## config.mk

```make
export PLATFORM = sky130hd
export DESIGN_NAME = dual_issue_steer
export DESIGN_NICKNAME = d
export VERILOG_FILES = /design/src/rtl/dis_pkg.sv /design/src/rtl/dis_hazard.sv /design/src/rtl/dis_decide.sv /design/src/rtl/dis_lane_mux.sv /design/src/rtl/dual_issue_steer.sv
export SDC_FILE = /design/constraint.sdc
export NUM_CORES = 1
export LEC_CHECK = 0
export BUFFER_PORTS_ARGS = -buffer_cell sky130_fd_sc_hd__buf_2
export CORE_MARGIN = 5
export CORE_UTILIZATION = 44
export CTS_CLUSTER_SIZE = 30
export DETAILED_ROUTE_END_ITERATION = 10
export GPL_ROUTABILITY_DRIVEN = 0
export PLACE_DENSITY = 0.8
export SETUP_SLACK_MARGIN = 0.4
export SKIP_CTS_REPAIR_TIMING = 1
export SLEW_MARGIN = 5
export SYNTH_ARGS = -nofsm -noshare
export SYNTH_HDL_FRONTEND = slang
export SYNTH_SLANG_ARGS = --single-unit
```

## constraint.sdc

```tcl
create_clock -name clk -period 3.4 [get_ports clk]
set_clock_uncertainty 0.05 [all_clocks]
set_input_delay 0.34 -clock clk [delete_from_list [all_inputs] [get_ports clk]]
set_output_delay 0.34 -clock clk [all_outputs]
set_load 0.03 [all_outputs]
```

## src/rtl/dis_pkg.sv

```systemverilog
package dis_pkg;

   typedef enum logic [2:0] {
      SEL_NONE,
      SEL_PAIR,
      SEL_SWAP,
      SEL_SPLIT,
      SEL_ONLY_A,
      SEL_ONLY_B,
      SEL_HELD
   } steer_e;

endpackage

```

## src/rtl/dis_hazard.sv

```systemverilog
module dis_hazard #(
   parameter int RA_W = 5
) (
   input  logic            a_wr,
   input  logic [RA_W-1:0] a_rd,
   input  logic            a_r1u,
   input  logic [RA_W-1:0] a_r1,
   input  logic            a_r2u,
   input  logic [RA_W-1:0] a_r2,
   input  logic            b_wr,
   input  logic [RA_W-1:0] b_rd,
   input  logic            b_r1u,
   input  logic [RA_W-1:0] b_r1,
   input  logic            b_r2u,
   input  logic [RA_W-1:0] b_r2,
   output logic            raw,
   output logic            war,
   output logic            waw
);
   localparam logic [RA_W-1:0] REG_ZERO = '0;

   logic a_dst_live, b_dst_live;
   logic b_uses_a, a_uses_b;

   assign a_dst_live = a_wr && (a_rd != REG_ZERO);
   assign b_dst_live = b_wr && (b_rd != REG_ZERO);

   always_comb begin
      b_uses_a = (b_r1u && (b_r1 == a_rd)) || (b_r2u && (b_r2 == a_rd));
      a_uses_b = (a_r1u && (a_r1 == b_rd)) || (a_r2u && (a_r2 == b_rd));
   end

   assign raw = a_dst_live && b_uses_a;
   assign war = b_dst_live && a_uses_b;
   assign waw = a_dst_live && b_dst_live && (a_rd == b_rd);

endmodule

```

## src/rtl/dis_decide.sv

```systemverilog
module dis_decide
   import dis_pkg::*;
#(
   parameter int SWAP_EN = 1
) (
   input  logic   flush,
   input  logic   held_v,
   input  logic   a_valid,
   input  logic   b_valid,
   input  logic   a_ctl,
   input  logic   b_ctl,
   input  logic   raw,
   input  logic   war,
   input  logic   waw,
   output steer_e sel
);
   logic swap_legal;
   logic want_swap;
   logic must_split;

   generate
      if (SWAP_EN != 0) begin : g_swap
         assign swap_legal = !war;
      end else begin : g_noswap
         assign swap_legal = 1'b0;
      end
   endgenerate

   assign want_swap  = b_ctl && !a_ctl;
   assign must_split = raw || waw || (a_ctl && b_ctl) || (want_swap && !swap_legal);

   always_comb begin
      sel = SEL_NONE;
      if (flush) begin
         sel = SEL_NONE;
      end else if (held_v) begin
         sel = SEL_HELD;
      end else begin
         unique case ({a_valid, b_valid})
            2'b11: begin
               if (must_split)     sel = SEL_SPLIT;
               else if (want_swap) sel = SEL_SWAP;
               else                sel = SEL_PAIR;
            end
            2'b10:   sel = SEL_ONLY_A;
            2'b01:   sel = SEL_ONLY_B;
            default: sel = SEL_NONE;
         endcase
      end
   end

endmodule

```

## src/rtl/dis_lane_mux.sv

```systemverilog
module dis_lane_mux
   import dis_pkg::*;
#(
   parameter int PAY_W = 32
) (
   input  steer_e           sel,
   input  logic [PAY_W-1:0] a_pay,
   input  logic [PAY_W-1:0] b_pay,
   input  logic [PAY_W-1:0] h_pay,
   output logic             l0_valid,
   output logic             l0_young,
   output logic [PAY_W-1:0] l0_pay,
   output logic             l1_valid,
   output logic             l1_young,
   output logic [PAY_W-1:0] l1_pay
);
   localparam logic [PAY_W-1:0] PAY_IDLE = '0;

   always_comb begin
      l0_valid = 1'b0;
      l0_young = 1'b0;
      l0_pay   = PAY_IDLE;
      l1_valid = 1'b0;
      l1_young = 1'b0;
      l1_pay   = PAY_IDLE;
      unique case (sel)
         SEL_PAIR: begin
            l0_valid = 1'b1;
            l0_pay   = a_pay;
            l1_valid = 1'b1;
            l1_young = 1'b1;
            l1_pay   = b_pay;
         end
         SEL_SWAP: begin
            l0_valid = 1'b1;
            l0_young = 1'b1;
            l0_pay   = b_pay;
            l1_valid = 1'b1;
            l1_pay   = a_pay;
         end
         SEL_SPLIT, SEL_ONLY_A: begin
            l0_valid = 1'b1;
            l0_pay   = a_pay;
         end
         SEL_ONLY_B: begin
            l0_valid = 1'b1;
            l0_pay   = b_pay;
         end
         SEL_HELD: begin
            l0_valid = 1'b1;
            l0_pay   = h_pay;
         end
         default: ;
      endcase
   end

endmodule

```

## src/rtl/dual_issue_steer.sv

```systemverilog
module dual_issue_steer
   import dis_pkg::*;
#(
   parameter int PAY_W   = 32,
   parameter int RA_W    = 5,
   parameter int SWAP_EN = 1
) (
   input  logic             clk,
   input  logic             rst_n,
   input  logic             flush,
   input  logic             dn_stall,
   output logic             up_stall,
   input  logic             a_valid,
   input  logic             a_ctl,
   input  logic             a_wr,
   input  logic [RA_W-1:0]  a_rd,
   input  logic             a_r1u,
   input  logic [RA_W-1:0]  a_r1,
   input  logic             a_r2u,
   input  logic [RA_W-1:0]  a_r2,
   input  logic [PAY_W-1:0] a_pay,
   input  logic             b_valid,
   input  logic             b_ctl,
   input  logic             b_wr,
   input  logic [RA_W-1:0]  b_rd,
   input  logic             b_r1u,
   input  logic [RA_W-1:0]  b_r1,
   input  logic             b_r2u,
   input  logic [RA_W-1:0]  b_r2,
   input  logic [PAY_W-1:0] b_pay,
   output logic             l0_valid,
   output logic             l0_young,
   output logic [PAY_W-1:0] l0_pay,
   output logic             l1_valid,
   output logic             l1_young,
   output logic [PAY_W-1:0] l1_pay
);
   generate
      if (PAY_W < 1) begin : g_bad_pay
         $error("dual_issue_steer: PAY_W must be at least 1");
      end
      if (RA_W < 1) begin : g_bad_ra
         $error("dual_issue_steer: RA_W must be at least 1");
      end
      if (SWAP_EN != 0 && SWAP_EN != 1) begin : g_bad_swap
         $error("dual_issue_steer: SWAP_EN must be 0 or 1");
      end
   endgenerate

   logic             held_v;
   logic [PAY_W-1:0] held_pay;
   logic             raw, war, waw;
   steer_e           sel;

   dis_hazard #(.RA_W(RA_W)) u_haz (
      .a_wr  (a_wr),  .a_rd (a_rd),
      .a_r1u (a_r1u), .a_r1 (a_r1),
      .a_r2u (a_r2u), .a_r2 (a_r2),
      .b_wr  (b_wr),  .b_rd (b_rd),
      .b_r1u (b_r1u), .b_r1 (b_r1),
      .b_r2u (b_r2u), .b_r2 (b_r2),
      .raw   (raw),   .war  (war),   .waw (waw)
   );

   dis_decide #(.SWAP_EN(SWAP_EN)) u_dec (
      .flush   (flush),
      .held_v  (held_v),
      .a_valid (a_valid),
      .b_valid (b_valid),
      .a_ctl   (a_ctl),
      .b_ctl   (b_ctl),
      .raw     (raw),
      .war     (war),
      .waw     (waw),
      .sel     (sel)
   );

   dis_lane_mux #(.PAY_W(PAY_W)) u_mux (
      .sel      (sel),
      .a_pay    (a_pay),
      .b_pay    (b_pay),
      .h_pay    (held_pay),
      .l0_valid (l0_valid),
      .l0_young (l0_young),
      .l0_pay   (l0_pay),
      .l1_valid (l1_valid),
      .l1_young (l1_young),
      .l1_pay   (l1_pay)
   );

   always_ff @(posedge clk or negedge rst_n) begin
      if (!rst_n) begin
         held_v   <= 1'b0;
         held_pay <= '0;
      end else if (flush) begin
         held_v   <= 1'b0;
      end else if (!dn_stall) begin
         if (sel == SEL_SPLIT) begin
            held_v   <= 1'b1;
            held_pay <= b_pay;
         end else if (sel == SEL_HELD) begin
            held_v   <= 1'b0;
         end
      end
   end

   assign up_stall = !flush && (dn_stall || held_v);

endmodule

```

### Word-level counts from Yosys, hierarchy flattened

Index checks and enable logic that the tools add are counted.
W data, S select, Z words.

* register bits after elaboration: 33
* input port bits: 108
* output and inout port bits: 69

* eq/ne operators: 15
* multiplexer cells: 15
* bitwise logic cells: 2
* reductions and logical operators: 31

Operators with widths (number)
* $pmux W32 S3: 1
* $pmux W32 S2: 1
* $eq A5 B5 Y1: 5
* $logic_and A1 B1 Y1: 14
* $reduce_bool A5 Y1: 2
* $eq A3 B3 Y1 const B: 3
* $mux W3: 3
* $pmux W3 S3: 1
* $mux W1: 8
* $eq A3 B2 Y1 const B: 2
* $logic_or A1 B1 Y1: 6
* $reduce_or A6 Y1: 1
* $eq A2 B2 Y1 const B: 2
* $reduce_or A2 Y1: 2
* $eq A3 B1 Y1 const B: 1
* $reduce_and A3 Y1: 1
* $reduce_bool A3 Y1: 1
* $reduce_or A3 Y1: 1
* $eq A2 B1 Y1 const B: 1
* $logic_not A1 Y1: 2
* $mux W2: 1
* $ne A2 B2 Y1 const B: 1
* $not A1 Y1: 2
* $reduce_and A2 Y1: 1

### Logic depth before layout (Yosys ltp)

Gate-level depths: netlist of the first run.

* depth after elaboration: 16
* gate-level depth with buffers: 10
* depth with buffers taken out: 8

### Cells and area by module

A second synthesis of the first run with hierarchy kept.

* cell total of the unflattened synthesis: 399
* area, all modules: 3588.4 µm²

Modules (own cells, without submodules)
* dis_lane_mux: times used 1, cells an instance 271, area an instance 1805.5 µm², seq. area each 0.0 µm²
* dual_issue_steer: times used 1, cells an instance 76, area an instance 1385.1 µm², seq. area each 825.8 µm²
* dis_hazard: times used 1, cells an instance 42, area an instance 321.6 µm², seq. area each 0.0 µm²
* dis_decide: times used 1, cells an instance 10, area an instance 76.3 µm², seq. area each 0.0 µm²

### Worst setup path after synthesis of the first run

OpenSTA, ideal clock, no wires.

* path type: input to output
* from: input port b_rd[0]
* to: output port l1_pay[20]
* arrival time: 2.515 ns
* required time: 3.010 ns
* slack: 0.495 ns
* cell stages on the path: 8
* buffers on the path: 1
* cell sequence: or4_1 > o21ai_1 > or4_1 > a211oi_2 > or4b_4 > inv_2 > buf_2 > a22o_1

* cells in the longest elaborated chain, start to end: 13
* elaborated cells on any way between the ends: 22
* those cells by class: eq/ne (5); mux (5); reduce/logical (12)

RTL lines
* start: declaration: RTL line dual_issue_steer.sv:25 `input logic [RA_W-1:0] b_rd,`
* $reduce_bool A5 Y1: RTL line dis_hazard.sv:26 `assign b_dst_live = b_wr && (b_rd != REG_ZERO);`
* $logic_and A1 B1 Y1: RTL line dis_hazard.sv:26
* $logic_and A1 B1 Y1 (2 in series): RTL line dis_hazard.sv:35 `assign waw = a_dst_live && b_dst_live && (a_rd == b_rd);`
* $logic_or A1 B1 Y1 (2 in series): RTL line dis_decide.sv:30 `assign must_split = raw || waw || (a_ctl && b_ctl) || (want_swap && !swap_legal);`
* $logic_or A1 B1 Y1 *: RTL line dis_decide.sv:30
* $mux W3 *: RTL line dis_decide.sv:41 `if (must_split) sel = SEL_SPLIT;`
* $pmux W3 S3 *: RTL line dis_decide.sv:39 `unique case ({a_valid, b_valid})`
* $mux W3 *: RTL line dis_decide.sv:36 `end else if (held_v) begin`
* $mux W3 *: RTL line dis_decide.sv:34 `if (flush) begin`
* $eq A3 B2 Y1 or $eq A3 B1 Y1 (tied branches): RTL line dis_lane_mux.sv:26 `unique case (sel)`
* $pmux W32 S2 *: RTL line dis_lane_mux.sv:26
* end: declaration: RTL line dual_issue_steer.sv:36 `output logic [PAY_W-1:0] l1_pay`

Every way passes the cells marked *; elsewhere a longest branch is shown, timed or not.

### Final worst setup path of the first run

* from: input port b_rd[1]
* to: output port l0_pay[12]

* cells in the longest elaborated chain, start to end: 14
* elaborated cells on any way between the ends: 28
* those cells by class: eq/ne (9); mux (5); reduce/logical (14)

RTL lines
* $reduce_bool A5 Y1: RTL line dis_hazard.sv:26
* $logic_and A1 B1 Y1: RTL line dis_hazard.sv:26
* $logic_and A1 B1 Y1 (2 in series): RTL line dis_hazard.sv:35
* $logic_or A1 B1 Y1 (2 in series): RTL line dis_decide.sv:30
* $logic_or A1 B1 Y1 *: RTL line dis_decide.sv:30
* $mux W3 *: RTL line dis_decide.sv:41
* $pmux W3 S3 *: RTL line dis_decide.sv:39
* $mux W3 *: RTL line dis_decide.sv:36
* $mux W3 *: RTL line dis_decide.sv:34
* $eq A3 B2 Y1, or another cell as far along: RTL line dis_lane_mux.sv:26
* $reduce_or A3 Y1 (no source line) or $reduce_or A2 Y1 (tied branches)
* $pmux W32 S3 *: RTL line dis_lane_mux.sv:26
* end: declaration: RTL line dual_issue_steer.sv:33 `output logic [PAY_W-1:0] l0_pay,`

Marked as above.

==> out/qor.yml, run 1 <==
timing:
  hold_ws_ns: 0.0635
  slew_headroom_pct: 50.7
  worstMarginPinSlew_ns: 0.740
  setup_slack_ns: 0.213
  post-route-period-util_pct: 93.7
  finalCriticalPeriod_ns: 3.19
  hold_viol_final: 0
  grt_setup_unrepaired: "true"
  drv_slew: 0
  max_clock_freq_ghz: 0.314
  finalSetupTns_ns: 0
  finalSetupViolCount: 0
floorplan:
  die_w_um: 94.3
  dieHeight_um: 94.3
  start_util_pct: 45.5
  die_area_mm2: 0.00889
  pin_count: 177
  core-area_mm2: 0.00687
  rows: 30
global_route:
  overflow: 0
  grt_pass1_vias: 3432
  grt_pass1_wl_mm: 16.2
  grt_antenna_before_repair: 0
  grt_max_degree: 39
  track_usage_pct: 22.6
power_and_ir_drop:
  ir_drop_uv: 272
  p_leak_nw: 2.20
  p_sw_mw: 0.471
  internal-power_mw: 0.834
  finalPower_mw: 1.30
  seq_power_share_pct: 34.3
  p_sw_share_pct: 36.1
  p_per_area_mw_per_mm2: 278
  combPwrFrac_pct: 42.4
  power_frac_clock_pct: 23.3
critical_path:
  start_kind: "input pin"
  rrSetupSlack_ns: 1.65
  r2r_start: "held_v$_DFFE_PN0P_"
  worstSetupEndpointType: "primary output"
  worstRegToRegCells: 5
  worstPathRequired_ns: 3.01
  crit_start: "b_rd[1]"
  cp_max_fo: 8
  cp.arrival_ns: 2.80
  path_class: "input pin to primary output"
placed_design:
  dp_hpwl_mm: 7.62
  placed_cells: 594
  place_worst_setup_slack_ns: 0.0987
  io_buffers: 176
cts:
  clockBufferDepth: 2
  clock_latency_ns: 0.27
  cts_tree: "done"
  root_buffer: "clkbuf_8"
  cts_buffers: 5
  htree_num_levels: 2
  numClockSinks: 33
  clk_pin_slew_worst_paths_ns: 0.07
min_path:
  hold_class: "input pin to asynchronous set/reset pin"
routing:
  drt_pre_antenna_iters: 5
  wl_per_cell_um: 18.7
  drt_iter0_drc: 220
  ant_nets: 0
  vias_per_cell: 5.93
  via_count: 3619
  wl_mm: 11.4
  drc: 0
yosys:
  yosys-top-cells-area: "dfrtp_1 26%, mux2_1 11%, a221o_1 10%"
  syn_area_mm2: 0.00312
  synth_top_area_share_pct: 26.4
  ys_top_cells_by_count: "35 x o21ai_0, 33 x dfrtp_1"
  post-synth-top-area-cell: "dfrtp_1"
  yosysSeqAreaShare_pct: 26.4
  syn_inst: 341
  async_flop_share_pct: 100
  ys_types: 43
  ys.flop_type: "dfrtp_1"
  synth_edf_count: 0
  ys_ff_latch: 33
  syn_area_per_cell_um2: 9.16
  ys_warn_count: 0
  yosysMostFrequentCell: "o21ai_0"
  synth.net_count: 451
job:
  cap_violations: 0
status:
  status: "completed"
layout:
  nets: 624
  num_antenna_cells: 0
  final_cells: 610
  syn_to_final_growth_pct: 50.3
  final_layout_size_suffix_gt1_share_pct: 43.8
## area by class of cell
cell class / count / area (um2)
Tap cell: 96 / 120
Sequential cell: 33 / 826
Clock inverter: 1 / 7.51
Clock buffer: 6 / 82.6
Multi-Input combinational cell: 268 / 2160
Fill cell: 535 / 2170
Inverter: 5 / 18.8
Timing Repair Buffer: 201 / 1480
## through the flow
stage,utilization [%],area [um2]
after floorplan,-,3120
after global placement,59.5,4090
after detailed placement,59.5,4090
after CTS,60.8,4180
after global routing,68.4,4700
final,68.4,4700
## path summary, 6_finish.rpt
| path | end |
|---|---|
| worst min register to register | held_pay[1]$_DFFE_PN0P_ |
| worst max register to register | held_pay[24]$_DFFE_PN0P_ |
| max in group asynchronous | held_v$_DFFE_PN0P_ |
| worst max-delay path | l0_pay[12] |
| worst min-delay path | held_pay[9]$_DFFE_PN0P_ |
| min in group clk | held_pay[27]$_DFFE_PN0P_ |
## placed cells by master (no fill, tap or decap), types with 4 or more instances in the layout
| cell | Yosys | layout |
|---|---|---|
| xor2_1 | 9 | 9 |
| buf_4 | 4 | 17 |
| buf_6 | 3 | 37 |
| a221o_1 | 32 | 32 |
| nor2_1 | 6 | 5 |
| dfrtp_1 | 33 | 33 |
| mux2_1 | 30 | 30 |
| nand3_1 | 32 | 32 |
| xnor2_1 | 16 | 16 |
| a22o_1 | 32 | 32 |
| o21ai_0 | 35 | 34 |
| buf_12 | 0 | 5 |
| clkbuf_4 | 0 | 27 |
| nand3b_1 | 32 | 32 |
| buf_2 | 11 | 111 |
| inv_1 | 4 | 4 |
| clkbuf_8 | 0 | 6 |
| nand2_1 | 7 | 7 |
## power groups by stage
stage	clock network [mW]	logic (mW)	registers (mW)
finish	0.303	0.553	0.448
global route	0.326	0.588	0.453
CTS	0.313	0.461	0.447
detailed placement	0	0.460	0.455
global placement	0	0.450	0.451
floorplan	0	0.283	0.449
## sequential cells by signal, indices dropped and copies added, names as in the netlist
signal,count
held_pay,32
held_v,1
## worst max-delay path, stage by stage
cell       delay (ns)
clkbuf_4         0.15
xnor2_1          0.15
nand2_1          0.09
or4_4            0.53
a211oi_4         0.37
or4b_4           0.23
o31ai_4          0.07
buf_12           0.16
clkbuf_16        0.16
a221o_1          0.38
buf_6            0.15
## cell families (layout without fill, tap and decap cells)
logic type,after synthesis,count (layout),share of synthesized area (%)
xor gates and xnor gates,25,25,7.01
DFF,33,33,26.4
AOI/OAI and AO/OA,116,116,29.5
and+or+nand+nor,93,93,18.2
muxes,32,32,11.5
adders and majority gates,2,2,0.801
buffers and inverters,40,213,6.53
## metal layers
layer / routed length [um] / vias up / GRT usage, %
li1: - / 1684 / -
met4: 185 / 0 / 4.93
met2: 6110 / 163 / 42.8
met3: 794 / 19 / 3.53
met1: 4300 / 1753 / 26.5
met5: 0 / - / 0
Note: power is estimated with default switching activity, not from simulation.
==> run 2: changes to the inputs <==
--- a/config.mk
+++ b/config.mk
@@ -5,13 +5,14 @@
 export SDC_FILE = /design/constraint.sdc
 export NUM_CORES = 1
 export LEC_CHECK = 0
-export BUFFER_PORTS_ARGS = -buffer_cell sky130_fd_sc_hd__buf_2
+export ABC_CLOCK_PERIOD_IN_PS = 3400
 export CORE_MARGIN = 5
 export CORE_UTILIZATION = 44
 export CTS_CLUSTER_SIZE = 30
 export DETAILED_ROUTE_END_ITERATION = 10
+export DONT_BUFFER_PORTS = 1
 export GPL_ROUTABILITY_DRIVEN = 0
-export PLACE_DENSITY = 0.8
+export PLACE_DENSITY = 0.59
 export SETUP_SLACK_MARGIN = 0.4
 export SKIP_CTS_REPAIR_TIMING = 1
 export SLEW_MARGIN = 5
==> out/qor.yml, run 2 (synthesized netlist as in run 1, its figures left out) <==
status:
  status: "completed"
cts:
  clk_pin_slew_worst_paths_ns: 0.08  # about the same
  root_buffer: "clkbuf_8"
  htree_num_levels: 2  # unchanged
  numClockSinks: 33  # unchanged
  clock_latency_ns: 0.29  # +0.02 ns
  clockBufferDepth: 2  # unchanged
  cts_tree: "done"
  cts_buffers: 5  # unchanged
power_and_ir_drop:
  ir_drop_uv: 220  # -19%
  p_per_area_mw_per_mm2: 290  # +4.5%
  p_leak_nw: 1.77  # -19%
timing:
  post-route-period-util_pct: 90.0  # -3.7 points
  finalCriticalPeriod_ns: 3.06  # -0.127 ns
  worstMarginPinSlew_ns: 0.551  # -0.188 ns
  finalSetupViolCount: 0  # unchanged
  drv_slew: 0  # unchanged
  slew_headroom_pct: 63.1  # +12 points
  finalSetupTns_ns: 0  # unchanged
  grt_setup_unrepaired: "true"
  hold_viol_final: 0  # unchanged
  max_clock_freq_ghz: 0.327  # +4.1%
routing:
  drc: 0  # unchanged
  wl_mm: 10.1  # -11%
  via_count: 3105  # -14%
  drt_pre_antenna_iters: 4  # -1
  drt_iter0_drc: 111  # -50%
  ant_nets: 0  # unchanged
  vias_per_cell: 6.16  # +3.8%
  wl_per_cell_um: 20.1  # +7.7%
layout:
  nets: 517  # -17%
  largest_reg_flops: 32  # unchanged
  final_layout_size_suffix_gt1_share_pct: 29.2  # -15 points
  final_cells: 504  # -17%
  reg_top3: "held_pay x32, held_v x1"
  regMostFlops: "held_pay"
  final_common_cell: "buf_4"
  final_cell_mix: "64 x buf_4, 34 x o21ai_0, 33 x dfrtp_1"
  num_antenna_cells: 0  # unchanged
  syn_to_final_growth_pct: 31.4
global_route:
  track_usage_pct: 20.8  # -1.8 points
  grt_pass1_wl_mm: 14.9  # -8.2%
  grt_antenna_before_repair: 0  # unchanged
  grt_pass1_vias: 3097  # -9.8%
  grt_max_degree: 39  # unchanged
  overflow: 0  # unchanged
min_path:
  hold_class: "input pin to flip-flop"
  hold_start: "flush"
floorplan:
  start_util_pct: 45.5  # unchanged
  core-area_mm2: 0.00687  # unchanged
  dieHeight_um: 94.3  # unchanged
  die_w_um: 94.3  # unchanged
  pin_count: 177  # unchanged
  rows: 30  # unchanged
  die_area_mm2: 0.00889  # unchanged
critical_path:
  start_kind: "input pin"
  r2r_start: "held_v$_DFFE_PN0P_"
  path_class: "input pin to primary output"
  crit_start: "b_rd[0]"
  worstPathRequired_ns: 3.01  # about the same
  crit_end: "l0_pay[16]"
  cp_max_fo: 8  # unchanged
  worstSetupEndpointType: "primary output"
  reg2reg_to: "held_pay[6]$_DFFE_PN0P_"
  cp.arrival_ns: 2.67  # -0.13 ns
  worstRegToRegCells: 6  # +1
  rrSetupSlack_ns: 1.15  # -0.50 ns
placed_design:
  dp_hpwl_mm: 7.00  # -8.2%
  io_buffers: 0  # -100%
  placed_cells: 483  # -19%
job:
  cap_violations: 0  # unchanged
[run 2: per-layer routing]
| layer | wire length (um) | global-route usage [%] | vias up | share of wire, % |
|---|---|---|---|---|
| li1 | - | - | 1467 | - |
| met1 | 4040 | 24.5 | 1493 | 40 |
| met2 | 5120 | 37.6 | 135 | 50 |
| met3 | 861 | 5.45 | 10 | 8.5 |
| met4 | 121 | 4.57 | 0 | 1.2 |
| met5 | 0 | 0 | - | 0 |
[run 2: metrics by stage]
| step | setup slack [ns] | power (mW) | area [um2] | hold slack (ns) | utilization [%] |
|---|---|---|---|---|---|
| finish | 0.339 | 1.19 | 4100 | 0.0641 | 59.7 |
| global route | 0.268 | 1.25 | 4100 | 0.0481 | 59.7 |
| detailed placement | 0.121 | 0.844 | 3710 | -0.00488 | 54.0 |
| floorplan | 0.495 | 0.732 | 3120 | -0.00559 | - |
| CTS | 0.0960 | 1.14 | 3800 | -0.323 | 55.3 |
| global placement | 0.205 | 0.835 | 3710 | -0.00449 | 54.0 |
[run 2: where the power goes]
part | leakage [nW] | switching [mW] | internal [mW] | total (mW)
clock network | 0.0439 | 0.157 | 0.141 | 0.298
logic | 1.28 | 0.244 | 0.202 | 0.445
registers | 0.452 | 0.0231 | 0.425 | 0.448
total | 1.77 | 0.423 | 0.768 | 1.19
[run 2: cell type report]
| type | instances | area [um2] |
|---|---|---|
| fillers | 606 | 2770 |
| multi-input cells | 268 | 2180 |
| repair buffers | 94 | 875 |
| flip-flops and latches | 33 | 826 |
| well taps | 96 | 120 |
| clock buffers | 5 | 68.8 |
| inverters | 5 | 18.8 |
| clock inverters | 3 | 17.5 |
[run 2: worst min-delay path by stage]
stage                               endpoint  slack, ns  cells after the start
floorplan            held_pay[0]$_DFFE_PN0P_     -0.006                      0
global placement    held_pay[25]$_DFFE_PN0P_     -0.004                      0
detailed placement  held_pay[29]$_DFFE_PN0P_     -0.005                      0
CTS                 held_pay[29]$_DFFE_PN0P_      -0.32                      0
global route              held_v$_DFFE_PN0P_       0.05                      1
finish                    held_v$_DFFE_PN0P_       0.06                      1
[run 2: worst max-delay path, stage by stage]
cell and delay, ns:
or4_4 0.53, o21ai_4 0.23, or4_4 0.17, a211oi_4 0.07
or4b_4 0.57, o31ai_4 0.10, buf_6 0.18, clkbuf_16 0.16
a221o_1 0.17, buf_6 0.14
==> run 3: changes to the inputs <==
--- a/config.mk
+++ b/config.mk
@@ -18,4 +18,5 @@
 export SLEW_MARGIN = 5
 export SYNTH_ARGS = -nofsm -noshare
 export SYNTH_HDL_FRONTEND = slang
+export SYNTH_HIERARCHICAL = 1
 export SYNTH_SLANG_ARGS = --single-unit
==> out/qor.yml, run 3 <==
floorplan:
  die_w_um: 100  # +6.4%
  dieHeight_um: 100  # +6.4%
  pin_count: 177  # unchanged
  start_util_pct: 44.3  # -1.1 points
  die_area_mm2: 0.0101  # +13%
  core-area_mm2: 0.00809  # +18%
  rows: 33  # +10%
layout:
  final_layout_size_suffix_gt1_share_pct: 52.5  # +23 points
  final_cell_mix: "49 x buf_4, 38 x buf_6, 33 x dfrtp_1"
  reg_top3: "held_pay x32, held_v x1"
  nets: 573  # +11%
  num_antenna_cells: 0  # unchanged
  regMostFlops: "held_pay"
  fin_area_mm2: 0.00515  # +25%
  largest_reg_flops: 32  # unchanged
  syn_to_final_growth_pct: 43.5
  final_common_cell: "buf_4"
yosys:
  synth_xor_area_share_pct: 6.10  # -0.91 points
  synth.net_count: 508  # +13%
  syn_inst: 399  # +17%
  ys_ff_latch: 33  # unchanged
  ys_warn_count: 6  # +6
  synth_top_area_share_pct: 23.0  # -3.4 points
  yosys-top-cells-area: "dfrtp_1 23%, mux2_4 13%, mux2i_1 9.2%"
  syn_area_mm2: 0.00359  # +15%
  synthAdderAreaFrac_pct: 0.349  # -0.45 points
  ys_top_cells_by_count: "41 x nor2_1, 33 x dfrtp_1, 33 x mux2i_1"
  ys.flop_type: "dfrtp_1"
  post-synth-top-area-cell: "dfrtp_1"
  async_flop_share_pct: 100  # unchanged
  yosysMostFrequentCell: "nor2_1"
  syn_area_per_cell_um2: 8.99  # -1.8%
  synth_edf_count: 0  # unchanged
  synthMuxAreaShare_pct: 22.4  # +11 points
  synth_top_family_by_area: "multiplexers"
  synth_compound_area_share_pct: 21.9  # -7.6 points
  yosys.area_share.simple_pct: 17.9  # -0.29 points
  yosysSeqAreaShare_pct: 23.0  # -3.4 points
  ys_types: 36  # -16%
placed_design:
  place_area_mm2: 0.00443  # +19%
  dp_hpwl_mm: 7.29  # +4.1%
  io_buffers: 0  # unchanged
timing:
  slew_headroom_pct: 62.8  # -0.35 points
  hold_ws_ns: 0.0747  # +0.0106 ns
  finalSetupViolCount: 0  # unchanged
  grt_setup_unrepaired: "true"
  hold_viol_final: 0  # unchanged
  finalCriticalPeriod_ns: 3.15  # +0.0846 ns
  post-route-period-util_pct: 92.5  # +2.5 points
  worstMarginPinSlew_ns: 0.556  # +0.00519 ns
  finalSetupTns_ns: 0  # unchanged
  drv_slew: 0  # unchanged
  max_clock_freq_ghz: 0.318  # -2.7%
cts:
  clock_latency_ns: 0.27  # -0.02 ns
  numClockSinks: 33  # unchanged
  cts_tree: "done"
  clockBufferDepth: 2  # unchanged
  root_buffer: "clkbuf_8"
  cts_buffers: 5  # unchanged
  htree_num_levels: 2  # unchanged
  clk_pin_slew_worst_paths_ns: 0.06  # -0.02 ns
routing:
  drt_pre_antenna_iters: 4  # unchanged
  via_count: 3479  # +12%
  wl_mm: 11.1  # +9.5%
  wl_per_cell_um: 19.5  # -3.2%
  ant_nets: 0  # unchanged
  drc: 0  # unchanged
  vias_per_cell: 6.10  # -0.93%
  drt_iter0_drc: 132  # +19%
power_and_ir_drop:
  p_leak_nw: 2.09  # +18%
  p_per_area_mw_per_mm2: 291  # +0.41%
  ir_drop_uv: 135  # -39%
  finalPower_mw: 1.50  # +26%
critical_path:
  rrSetupSlack_ns: 1.11  # -0.04 ns
  cp.arrival_ns: 2.76  # +0.09 ns
  path_class: "input pin to primary output"
  start_kind: "input pin"
  worstRegToRegCells: 7  # +1
  cp_max_fo: 40  # +32
  reg2reg_to: "held_pay[9]$_DFFE_PN0P_"
  worstPathRequired_ns: 3.01  # about the same
  r2r_start: "held_v$_DFFE_PN0P_"
  worstSetupEndpointType: "primary output"
min_path:
  hold_start: "flush"
  hold_class: "input pin to flip-flop"
  min_path_cells: 1  # unchanged
  whs_endpoint: "held_v$_DFFE_PN0P_"
global_route:
  grt_pass1_wl_mm: 16.2  # +8.8%
  grt_pass1_vias: 3331  # +7.6%
  grt_antenna_before_repair: 0  # unchanged
  track_usage_pct: 19.1  # -1.7 points
  grt_max_degree: 77  # +97%
  overflow: 0  # unchanged
status:
  status: "completed"
job:
  cap_violations: 0  # unchanged
==> run 3: power breakdown <==
group	total (mW)	internal [mW]	leakage (nW)	switching [mW]
clock	0.388	0.239	0.0585	0.148
sequential	0.426	0.414	0.455	0.0123
combinational	0.687	0.317	1.57	0.370
total	1.50	0.970	2.09	0.531
==> run 3: worst max-delay path by stage <==
stage                     startpoint    endpoint  slack [ns]
final                        b_rd[1]  l0_pay[29]        0.25
after global routing         b_rd[1]  l0_pay[10]        0.14
after CTS                    b_rd[2]  l0_pay[21]        0.13
after detailed placement     b_rd[2]  l0_pay[15]        0.15
after global placement       b_rd[2]  l0_pay[15]        0.21
after floorplan              b_rd[2]  l0_pay[11]        0.44
==> run 3: through the flow <==
stage	worst slack, ns	util [%]	std cells
4_1_cts	0.134	56.1	555
2_1_floorplan	0.443	-	399
3_5_place_dp	0.147	54.7	547
5_1_grt	0.141	63.6	570
3_3_place_gp	0.214	54.7	547
6_report	0.255	63.6	570
==> run 3: worst max-delay path, stage by stage <==
cell	delay (ns)
xor2_1	0.15
nor4_2	0.28
nand3_1	0.13
a21oi_2	0.15
and4bb_1	0.22
a2111oi_4	0.40
buf_6	0.20
nor2b_4	0.07
buf_12	0.18
a221oi_1	0.34
a31oi_2	0.08
buf_6	0.18
==> run 3: cells by family (layout without fill, tap and decap cells) <==
family / count (synthesis) / count (layout)
AO/OA/AOI/OAI: 105 / 105
XOR/XNOR: 25 / 25
flip-flops: 33 / 33
adder cells (fa/ha/maj): 1 / 1
multiplexers: 65 / 65
buffers and inverters: 41 / 107
AND/OR/NAND/NOR: 129 / 129
==> run 3: layout make-up <==
type	count	area, um2
repair buffers	99	1040
clock inverters	1	30.0
fillers	683	2940
well taps	105	131
clock buffers	7	86.3
flip-flops and latches	33	826
multi-input cells	325	3030
==> run 3: layer usage <==
| layer | global-route usage, % | part of all wire [%] | up-vias | wire [um] |
|---|---|---|---|---|
| met5 | 0 | 0 | - | 0 |
| met2 | 30.9 | 47 | 131 | 5260 |
| met3 | 5.63 | 7.6 | 11 | 848 |
| li1 | - | - | 1631 | - |
| met4 | 4.25 | 1.3 | 0 | 145 |
| met1 | 25.2 | 44 | 1706 | 4840 |
